## config.mk

```make
export PLATFORM = sky130hd
export DESIGN_NAME = tsm_top
export DESIGN_NICKNAME = d
export VERILOG_FILES = /design/src/rtl/tsm_pkg.sv /design/src/rtl/tsm_ctrl.sv /design/src/rtl/tsm_datapath.sv /design/src/rtl/tsm_top.sv
export SDC_FILE = /design/constraint.sdc
export NUM_CORES = 1
export LEC_CHECK = 0
export BUFFER_PORTS_ARGS = -buffer_cell sky130_fd_sc_hd__buf_2
export CAP_MARGIN = 20
export CORE_ASPECT_RATIO = 1.4
export CORE_MARGIN = 4
export CORE_UTILIZATION = 51
export CTS_CLUSTER_DIAMETER = 60
export DETAILED_ROUTE_END_ITERATION = 10
export GPL_TIMING_DRIVEN = 0
export PLACE_DENSITY = 0.78
export SETUP_SLACK_MARGIN = 0.4
export SYNTH_ARGS = -nofsm -noshare
export SYNTH_HDL_FRONTEND = slang
export SYNTH_SLANG_ARGS = --single-unit
```

## constraint.sdc

```tcl
create_clock -name clk -period 2.09 [get_ports clk]
set_input_delay 0.3135 -clock clk [delete_from_list [all_inputs] [get_ports clk]]
set_output_delay 0.3135 -clock clk [all_outputs]
set_load 0.005 [all_outputs]
```

## src/rtl/tsm_pkg.sv

```systemverilog
package tsm_pkg;
  localparam int MAX_CH = 4;
  localparam int IDX_W = $clog2(MAX_CH);
  localparam int CFG_MASK_BIT = 7;

  localparam logic [7:0] A_LIM_EXT0 = 8'h19;
  localparam logic [7:0] A_LIM_INT  = 8'h1D;
  localparam logic [7:0] A_CFG      = 8'h20;
  localparam logic [7:0] A_CRIT     = 8'h22;
  localparam logic [7:0] A_HIGH     = 8'h23;
  localparam logic [7:0] A_INT      = 8'h24;
  localparam logic [7:0] A_MASK     = 8'h25;

  typedef enum logic [2:0] {
    SEL_NONE, SEL_LIM, SEL_CFG, SEL_CRIT, SEL_HIGH, SEL_INT, SEL_MASK
  } rdSel_e;

  typedef struct packed {
    logic [MAX_CH-1:0] limWr;
    logic              cfgWr;
    logic              critClr;
    logic              highClr;
    logic              intClr;
    logic              maskWr;
    rdSel_e            rdSel;
    logic [IDX_W-1:0]  limIdx;
  } regStrobe_t;
endpackage

```

## src/rtl/tsm_ctrl.sv

```systemverilog
module tsm_ctrl
  import tsm_pkg::*;
#(
  parameter int NUM_EXT = 3
) (
  input  logic [7:0] regAddr,
  input  logic       regWrEn,
  output regStrobe_t strb
);
  always_comb begin
    strb = '0;
    strb.rdSel = SEL_NONE;
    for (int i = 0; i < NUM_EXT; i++) begin
      if (regAddr == A_LIM_EXT0 + 8'(i)) begin
        strb.rdSel    = SEL_LIM;
        strb.limIdx   = IDX_W'(i);
        strb.limWr[i] = regWrEn;
      end
    end
    case (regAddr)
      A_LIM_INT: begin
        strb.rdSel          = SEL_LIM;
        strb.limIdx         = IDX_W'(NUM_EXT);
        strb.limWr[NUM_EXT] = regWrEn;
      end
      A_CFG:  begin strb.rdSel = SEL_CFG;  strb.cfgWr   = regWrEn; end
      A_CRIT: begin strb.rdSel = SEL_CRIT; strb.critClr = regWrEn; end
      A_HIGH: begin strb.rdSel = SEL_HIGH; strb.highClr = regWrEn; end
      A_INT:  begin strb.rdSel = SEL_INT;  strb.intClr  = regWrEn; end
      A_MASK: begin strb.rdSel = SEL_MASK; strb.maskWr  = regWrEn; end
      default: ;
    endcase
  end
endmodule

```

## src/rtl/tsm_datapath.sv

```systemverilog
module tsm_datapath
  import tsm_pkg::*;
#(
  parameter int                NUM_CH       = 4,
  parameter int                DW           = 8,
  parameter logic [MAX_CH-1:0] HIGH_LINK_EN = 4'b0110,
  parameter logic [DW-1:0]     LIM_RST      = 8'h64
) (
  input  logic                 clk,
  input  logic                 rstN,
  input  regStrobe_t           strb,
  input  logic [DW-1:0]        wrData,
  input  logic [NUM_CH*DW-1:0] tempIn,
  input  logic [NUM_CH*DW-1:0] highLimIn,
  output logic [DW-1:0]        rdData,
  output logic                 sysShutdown,
  output logic                 alert
);
  localparam logic [DW-1:0] CFG_KEEP =
    (DW'(1) << CFG_MASK_BIT) | (DW'(HIGH_LINK_EN) << 1);

  logic [NUM_CH-1:0][DW-1:0] limQ;
  logic [NUM_CH-1:0]         armedQ;
  logic [NUM_CH-1:0]         critHit, highHit, linkHit;
  logic [NUM_CH-1:0]         critStatQ, highStatQ;
  logic [1:0]                intStatQ;
  logic [2*NUM_CH-1:0]       maskQ;
  logic [DW-1:0]             cfgQ;
  logic                      sdQ;

  for (genvar g = 0; g < NUM_CH; g++) begin : gCh
    logic [DW-1:0] limR;
    logic          armR;
    logic [DW-1:0] tempG, highG;
    assign tempG = tempIn[g*DW +: DW];
    assign highG = highLimIn[g*DW +: DW];

    always_ff @(posedge clk or negedge rstN) begin
      if (!rstN) begin
        limR <= LIM_RST;
        armR <= 1'b0;
      end else if (strb.limWr[g] && !armR) begin
        limR <= wrData;
        armR <= 1'b1;
      end
    end
    assign limQ[g]   = limR;
    assign armedQ[g] = armR;

    assign critHit[g] = armR && ($signed(tempG) > $signed(limR));
    assign highHit[g] = $signed(tempG) >= $signed(highG);
    if (HIGH_LINK_EN[g]) begin : gLink
      assign linkHit[g] = highHit[g] && cfgQ[g+1];
    end else begin : gNoLink
      assign linkHit[g] = 1'b0;
    end
  end

  always_ff @(posedge clk or negedge rstN) begin
    if (!rstN) begin
      cfgQ      <= '0;
      maskQ     <= '0;
      critStatQ <= '0;
      highStatQ <= '0;
      intStatQ  <= '0;
      sdQ       <= 1'b0;
    end else begin
      if (strb.cfgWr)  cfgQ  <= wrData & CFG_KEEP;
      if (strb.maskWr) maskQ <= wrData[2*NUM_CH-1:0];
      critStatQ <= (critStatQ & ~(strb.critClr ? wrData[NUM_CH-1:0] : '0)) | critHit;
      highStatQ <= (highStatQ & ~(strb.highClr ? wrData[NUM_CH-1:0] : '0)) | highHit;
      intStatQ  <= (intStatQ & ~(strb.intClr ? wrData[1:0] : 2'b00))
                   | {|highHit, |critHit};
      sdQ       <= (|critHit) | (|linkHit);
    end
  end

  assign sysShutdown = sdQ;
  assign alert = !cfgQ[CFG_MASK_BIT] &&
                 (|((critStatQ & ~maskQ[NUM_CH-1:0]) |
                    (highStatQ & ~maskQ[2*NUM_CH-1:NUM_CH])));

  always_comb begin
    case (strb.rdSel)
      SEL_LIM:  rdData = limQ[strb.limIdx];
      SEL_CFG:  rdData = cfgQ;
      SEL_CRIT: rdData = DW'(critStatQ);
      SEL_HIGH: rdData = DW'(highStatQ);
      SEL_INT:  rdData = DW'(intStatQ);
      SEL_MASK: rdData = DW'(maskQ);
      default:  rdData = '0;
    endcase
  end
endmodule

```

## src/rtl/tsm_top.sv

```systemverilog
module tsm_top
  import tsm_pkg::*;
#(
  parameter int                NUM_EXT      = 3,
  parameter int                DW           = 8,
  parameter logic [MAX_CH-1:0] HIGH_LINK_EN = 4'b0110
) (
  input  logic                        clk,
  input  logic                        rstN,
  input  logic [7:0]                  regAddr,
  input  logic                        regWrEn,
  input  logic [DW-1:0]               regWrData,
  output logic [DW-1:0]               regRdData,
  input  logic [(NUM_EXT+1)*DW-1:0]   tempIn,
  input  logic [(NUM_EXT+1)*DW-1:0]   highLimIn,
  output logic                        sysShutdown,
  output logic                        alert
);
  localparam int NUM_CH = NUM_EXT + 1;

  regStrobe_t strb;

  tsm_ctrl #(.NUM_EXT(NUM_EXT)) uCtrl (
    .regAddr(regAddr),
    .regWrEn(regWrEn),
    .strb   (strb)
  );

  tsm_datapath #(
    .NUM_CH(NUM_CH), .DW(DW), .HIGH_LINK_EN(HIGH_LINK_EN)
  ) uDp (
    .clk        (clk),
    .rstN       (rstN),
    .strb       (strb),
    .wrData     (regWrData),
    .tempIn     (tempIn),
    .highLimIn  (highLimIn),
    .rdData     (regRdData),
    .sysShutdown(sysShutdown),
    .alert      (alert)
  );
endmodule

```

==> results by stage <==
Power:
- The maximum VDD drop is 0.462 mV.
- Of the total power, combinational logic draws 23.4%.
- The switching share of power is 28.5%.
- Sequential cells burn 38.7% of the power.
- The switching power total is 960 uW.
- The total power after layout is 3370 uW.
- The internal power of the cells totals 2410 uW.
- Dividing total power by cell area gives a power density of 537 mW/mm^2.
- The leakage dissipation is 0.00301 uW.
- The share of total power in the clock network is 37.8%.

Placement:
- The count of buffers inserted at the top-level ports is 89.
- Timing analysis after detailed placement gives a worst setup slack of -0.245 ns.
- The detailed placer's ending HPWL is 9910 um.
- The routability congestion estimate from global placement is 0.927.

Clock network:
- Clock latency on the worst-skew pair, taken at its later pin, is 0.33 ns.
- The root buffer cell chosen for the clock tree is sky130_fd_sc_hd__clkbuf_16.
- The CTS sink count is 58.
- The TritonCTS clock tree is built.
- The clock buffer count from CTS is 9.
- The H-tree generated during clock tree synthesis spans 3 levels.
- No sink is reached through more buffers than the 2 on the longest clock path.
- Clock-pin slew was measured on the worst setup and hold paths at 0.05 ns.

Critical path:
- The arrival time at the worst endpoint is 1.83 ns.
- The setup slack on the worst flop-to-flop path is -0.04 ns.
- In this run the critical register-to-register path is captured at uDp.sysShutdown$_DFF_PN0_.
- STA classifies the critical path startpoint as a primary input.
- The critical path in this run is classified as in2out.
- The worst register-to-register path begins at uDp.gCh[2].limR[6]$_DFFE_PN1P_.
- STA puts the critical path data required time at 1.78 ns.
- STA classifies the critical path endpoint as an output port.
- The largest fanout on the critical path is 6.
- The number of cells on the worst reg-to-reg path is 6.
- The critical path starts at regAddr[5].

Timing:
- The final worst-path cycle share is 103%.
- For this run, the top clock speed supported by timing is 0.466 GHz.
- For the final database, setup skew stands at 0.00448 ns.
- The number of setup violations in the final report is 4.
- In this run the tightest slew margin relative to its limit is 72.4%.
- Setup repair after global routing could not meet its margin everywhere.
- The worst hold slack after final layout is 0.277 ns.
- The count of final hold-check violations is 0.
- For the pin with the worst max-slew slack, the measured transition is 0.414 ns.
- The total negative slack is -0.158 ns.
- The number of max-slew violations in the final report is 0.
- The post-layout worst setup margin is -0.0541 ns.
- After layout, the minimum clock period comes to 2.14 ns.

Synthesis:
- Of the total synthesized cell area, the portion taken by AND, OR, NAND and NOR gates is 14.1%.
- Measured against the total synthesized area, the mux share comes to 12.4%.
- Ranked by total cell area, the synthesized netlist is headed by sky130_fd_sc_hd__dfrtp_1 (26%), sky130_fd_sc_hd__ha_1 (18%), sky130_fd_sc_hd__mux2_2 (7.6%), sky130_fd_sc_hd__dfstp_2 (7.1%), sky130_fd_sc_hd__inv_1 (6.5%).
- In the synthesized netlist the dominant register cell turns out to be sky130_fd_sc_hd__dfrtp_1.
- Among all cell types in the netlist, the one instantiated most often is sky130_fd_sc_hd__inv_1.
- Counting flops with a built-in enable in the synthesized netlist gives 0.
- For this run, asynchronously set or reset flops after synthesis account for 100%.
- The post-synthesis share of cell area spent on full adders, half adders and majority gates is 18.0%.
- The cell taking the most area after synthesis is sky130_fd_sc_hd__dfrtp_1.
- Synthesis produced 461 cells.
- The largest family of logic cells by synthesized area is adder cells.
- The share of synthesized area in the top cell type comes to 25.8%.
- The post-synth design cell area is 0.00446 mm^2.
- After Yosys synthesis, XOR and XNOR cells account for 0% of the synthesized area.
- During synthesis, Yosys emitted a total of 0 warnings.
- The number of nets in the synthesized netlist is 608.
- After synthesis, the most frequently instantiated cells are sky130_fd_sc_hd__inv_1 (77), sky130_fd_sc_hd__ha_1 (64), sky130_fd_sc_hd__dfrtp_1 (46).
- The number of distinct library cell variants in the gate-level netlist after synthesis is 52.
- Sequential elements use 32.9% of the synthesized area.
- The complex-gate fraction of the synthesized area is 15.2%.
- A synthesized cell averages 9.67 um^2.
- The flip-flop and latch count after synthesis is 58.

Floorplan:
- The height of the chip is 119 um.
- The number of top-level pins is 93.
- The die is 87.0 um wide.
- In this run the core area contains 40 standard-cell rows.
- The initial utilization of the core area, before any placement, comes to 52.1%.
- The die outline area is 0.0103 mm^2.
- The placeable core region is 0.00856 mm^2.

Flow run:
- Across the run, the number of max-cap violations was 0.

Global route:
- The first global-routing pass estimated 20800 um of wire.
- The largest net degree at the start of global routing is 43.
- The overflow left after global routing is 0.
- The number of global-route vias before repair is 4420.
- The number of antenna violations at the first check in global routing is 0.
- Global routing consumed, over all layers together, 25.9% of the routing resources.

Final layout:
- The area overhead of the layout relative to synthesis is 40.7%.
- Of the cells placed in the final design, the portion with a size suffix greater than 1 is 46.5%.
- The number of inserted filler cells in the final layout is 593.
- 0 antenna diodes ended up in the layout.
- For this run, the post-layout net count is 738.

Routing:
- In this run, the number of DRC markers left after iteration 0 of detailed routing was 237.
- The number of vias per cell is 5.88.
- The count of nets left with antenna violations once routing finished came out at 0.
- After detailed routing, the number of remaining DRC violations is 0.
- The via count of the routed design is 4120.
- The total length of routed wires is 13500 um.
- In the final routed layout, each cell accounts on average for 19.3 um.
- Before antenna repair, the detailed router went through 4 iterations.

Min path:
- The hold path startpoint is regWrData[0].
- The worst hold path passes through 2 cells.
- The end point of the most critical hold path is uDp.gCh[1].limR[0]$_DFFE_PN0P_.
- The path class of the tightest hold or removal check is in2reg.

Status:
- The checks that failed: negative setup slack.
- The flow ran to the end, but the final reports show violations.
critical path, stage by stage:
cell                       delay, ns
sky130_fd_sc_hd__buf_8          0.10
sky130_fd_sc_hd__nor4b_4        0.31
sky130_fd_sc_hd__buf_4          0.17
sky130_fd_sc_hd__nand3_4        0.16
sky130_fd_sc_hd__buf_8          0.21
sky130_fd_sc_hd__mux2i_1        0.14
sky130_fd_sc_hd__o211ai_1       0.26
sky130_fd_sc_hd__buf_2          0.17
worst max path at each step:
stage                                     end  slack (ns)  cells past startpoint
finish                           regRdData[0]       -0.05                      8
global route        uDp.sysShutdown$_DFF_PN0_       -0.08                      8
CTS                 uDp.sysShutdown$_DFF_PN0_       0.005                      8
detailed placement  uDp.sysShutdown$_DFF_PN0_       -0.24                      8
global placement                 regRdData[7]       -0.21                     10
floorplan           uDp.sysShutdown$_DFF_PN0_        0.16                      6
metrics by stage:
stage                     util (%)  instances  area [um^2]
after floorplan                  -        461         4740
after global placement        62.2        655         5320
after detailed placement      62.4        656         5340
after CTS                     70.7        695         6050
after global routing          73.3        701         6270
final                         73.3        701         6270
what timing repair did:
action                                  in CTS  in global routing
gates resized for setup                     69                 42
buffers inserted                            21                  4
hold buffers                                 1                  0
pin swaps                                   25                 11
gates cloned                                 1                  2
endpoints found under the setup margin      53                 39
endpoints found under the hold margin       16                  0
layer usage:
metal	track usage, %	routed length [um]
met5	0	0
met3	4.25	761
met4	17.6	1020
met1	26.6	4820
met2	46.2	6930
logic make-up after synthesis:
logic type | after synthesis
buf+inv | 87
fa+ha+maj | 64
simple gates | 104
flops | 58
mux | 48
compound gates | 100
power groups by stage:
stage / Clock (uW) / Sequential [uW] / Combinational (uW)
floorplan: 0 / 1280 / 400
global placement: 0 / 1310 / 615
detailed placement: 0 / 1310 / 654
CTS: 1280 / 1300 / 730
global route: 1330 / 1310 / 876
finish: 1270 / 1300 / 789
placed cells by master (no fill, tap or decap), types with 5 or more instances in the layout:
master / Yosys / routed
sky130_fd_sc_hd__dfrtp_1: 46 / 46
sky130_fd_sc_hd__o221ai_2: 0 / 10
sky130_fd_sc_hd__o21ai_0: 26 / 22
sky130_fd_sc_hd__mux2_4: 7 / 19
sky130_fd_sc_hd__a21oi_1: 17 / 12
sky130_fd_sc_hd__inv_1: 77 / 65
sky130_fd_sc_hd__clkbuf_16: 0 / 10
sky130_fd_sc_hd__inv_2: 0 / 11
sky130_fd_sc_hd__buf_6: 0 / 10
sky130_fd_sc_hd__ha_1: 64 / 54
sky130_fd_sc_hd__ha_4: 0 / 10
sky130_fd_sc_hd__mux2i_1: 11 / 8
sky130_fd_sc_hd__o211ai_1: 7 / 7
sky130_fd_sc_hd__nand4_1: 7 / 7
sky130_fd_sc_hd__dfstp_2: 12 / 12
sky130_fd_sc_hd__buf_2: 4 / 86
sky130_fd_sc_hd__nor2_1: 6 / 5
sky130_fd_sc_hd__a21o_1: 9 / 9
sky130_fd_sc_hd__nand2b_1: 8 / 6
sky130_fd_sc_hd__buf_8: 0 / 5
sky130_fd_sc_hd__nand2_1: 36 / 33
sky130_fd_sc_hd__mux2_2: 30 / 18
sky130_fd_sc_hd__nand3_1: 12 / 10
sky130_fd_sc_hd__buf_4: 0 / 19
final cells by class:
class	instances	area, um^2	share of cell area [%]
sequential	58	1470	23.4
inverter	77	292	4.65
multi-input combinational	317	3220	51.3
tap	105	131	2.09
clock inverter	4	20.0	0.319
timing repair buffer	118	787	12.5
buffer	10	121	1.93
clock buffer	12	236	3.77
registers in the layout, summed over array words and instances, names as in the netlist:
register	count
uDp.gCh.limR	32
uDp.maskQ	8
uDp.critStatQ	4
uDp.gCh.armR	4
uDp.highStatQ	4
uDp.cfgQ	3
uDp.intStatQ	2
uDp.sysShutdown	1
Note: power is estimated with default switching activity, not from simulation.
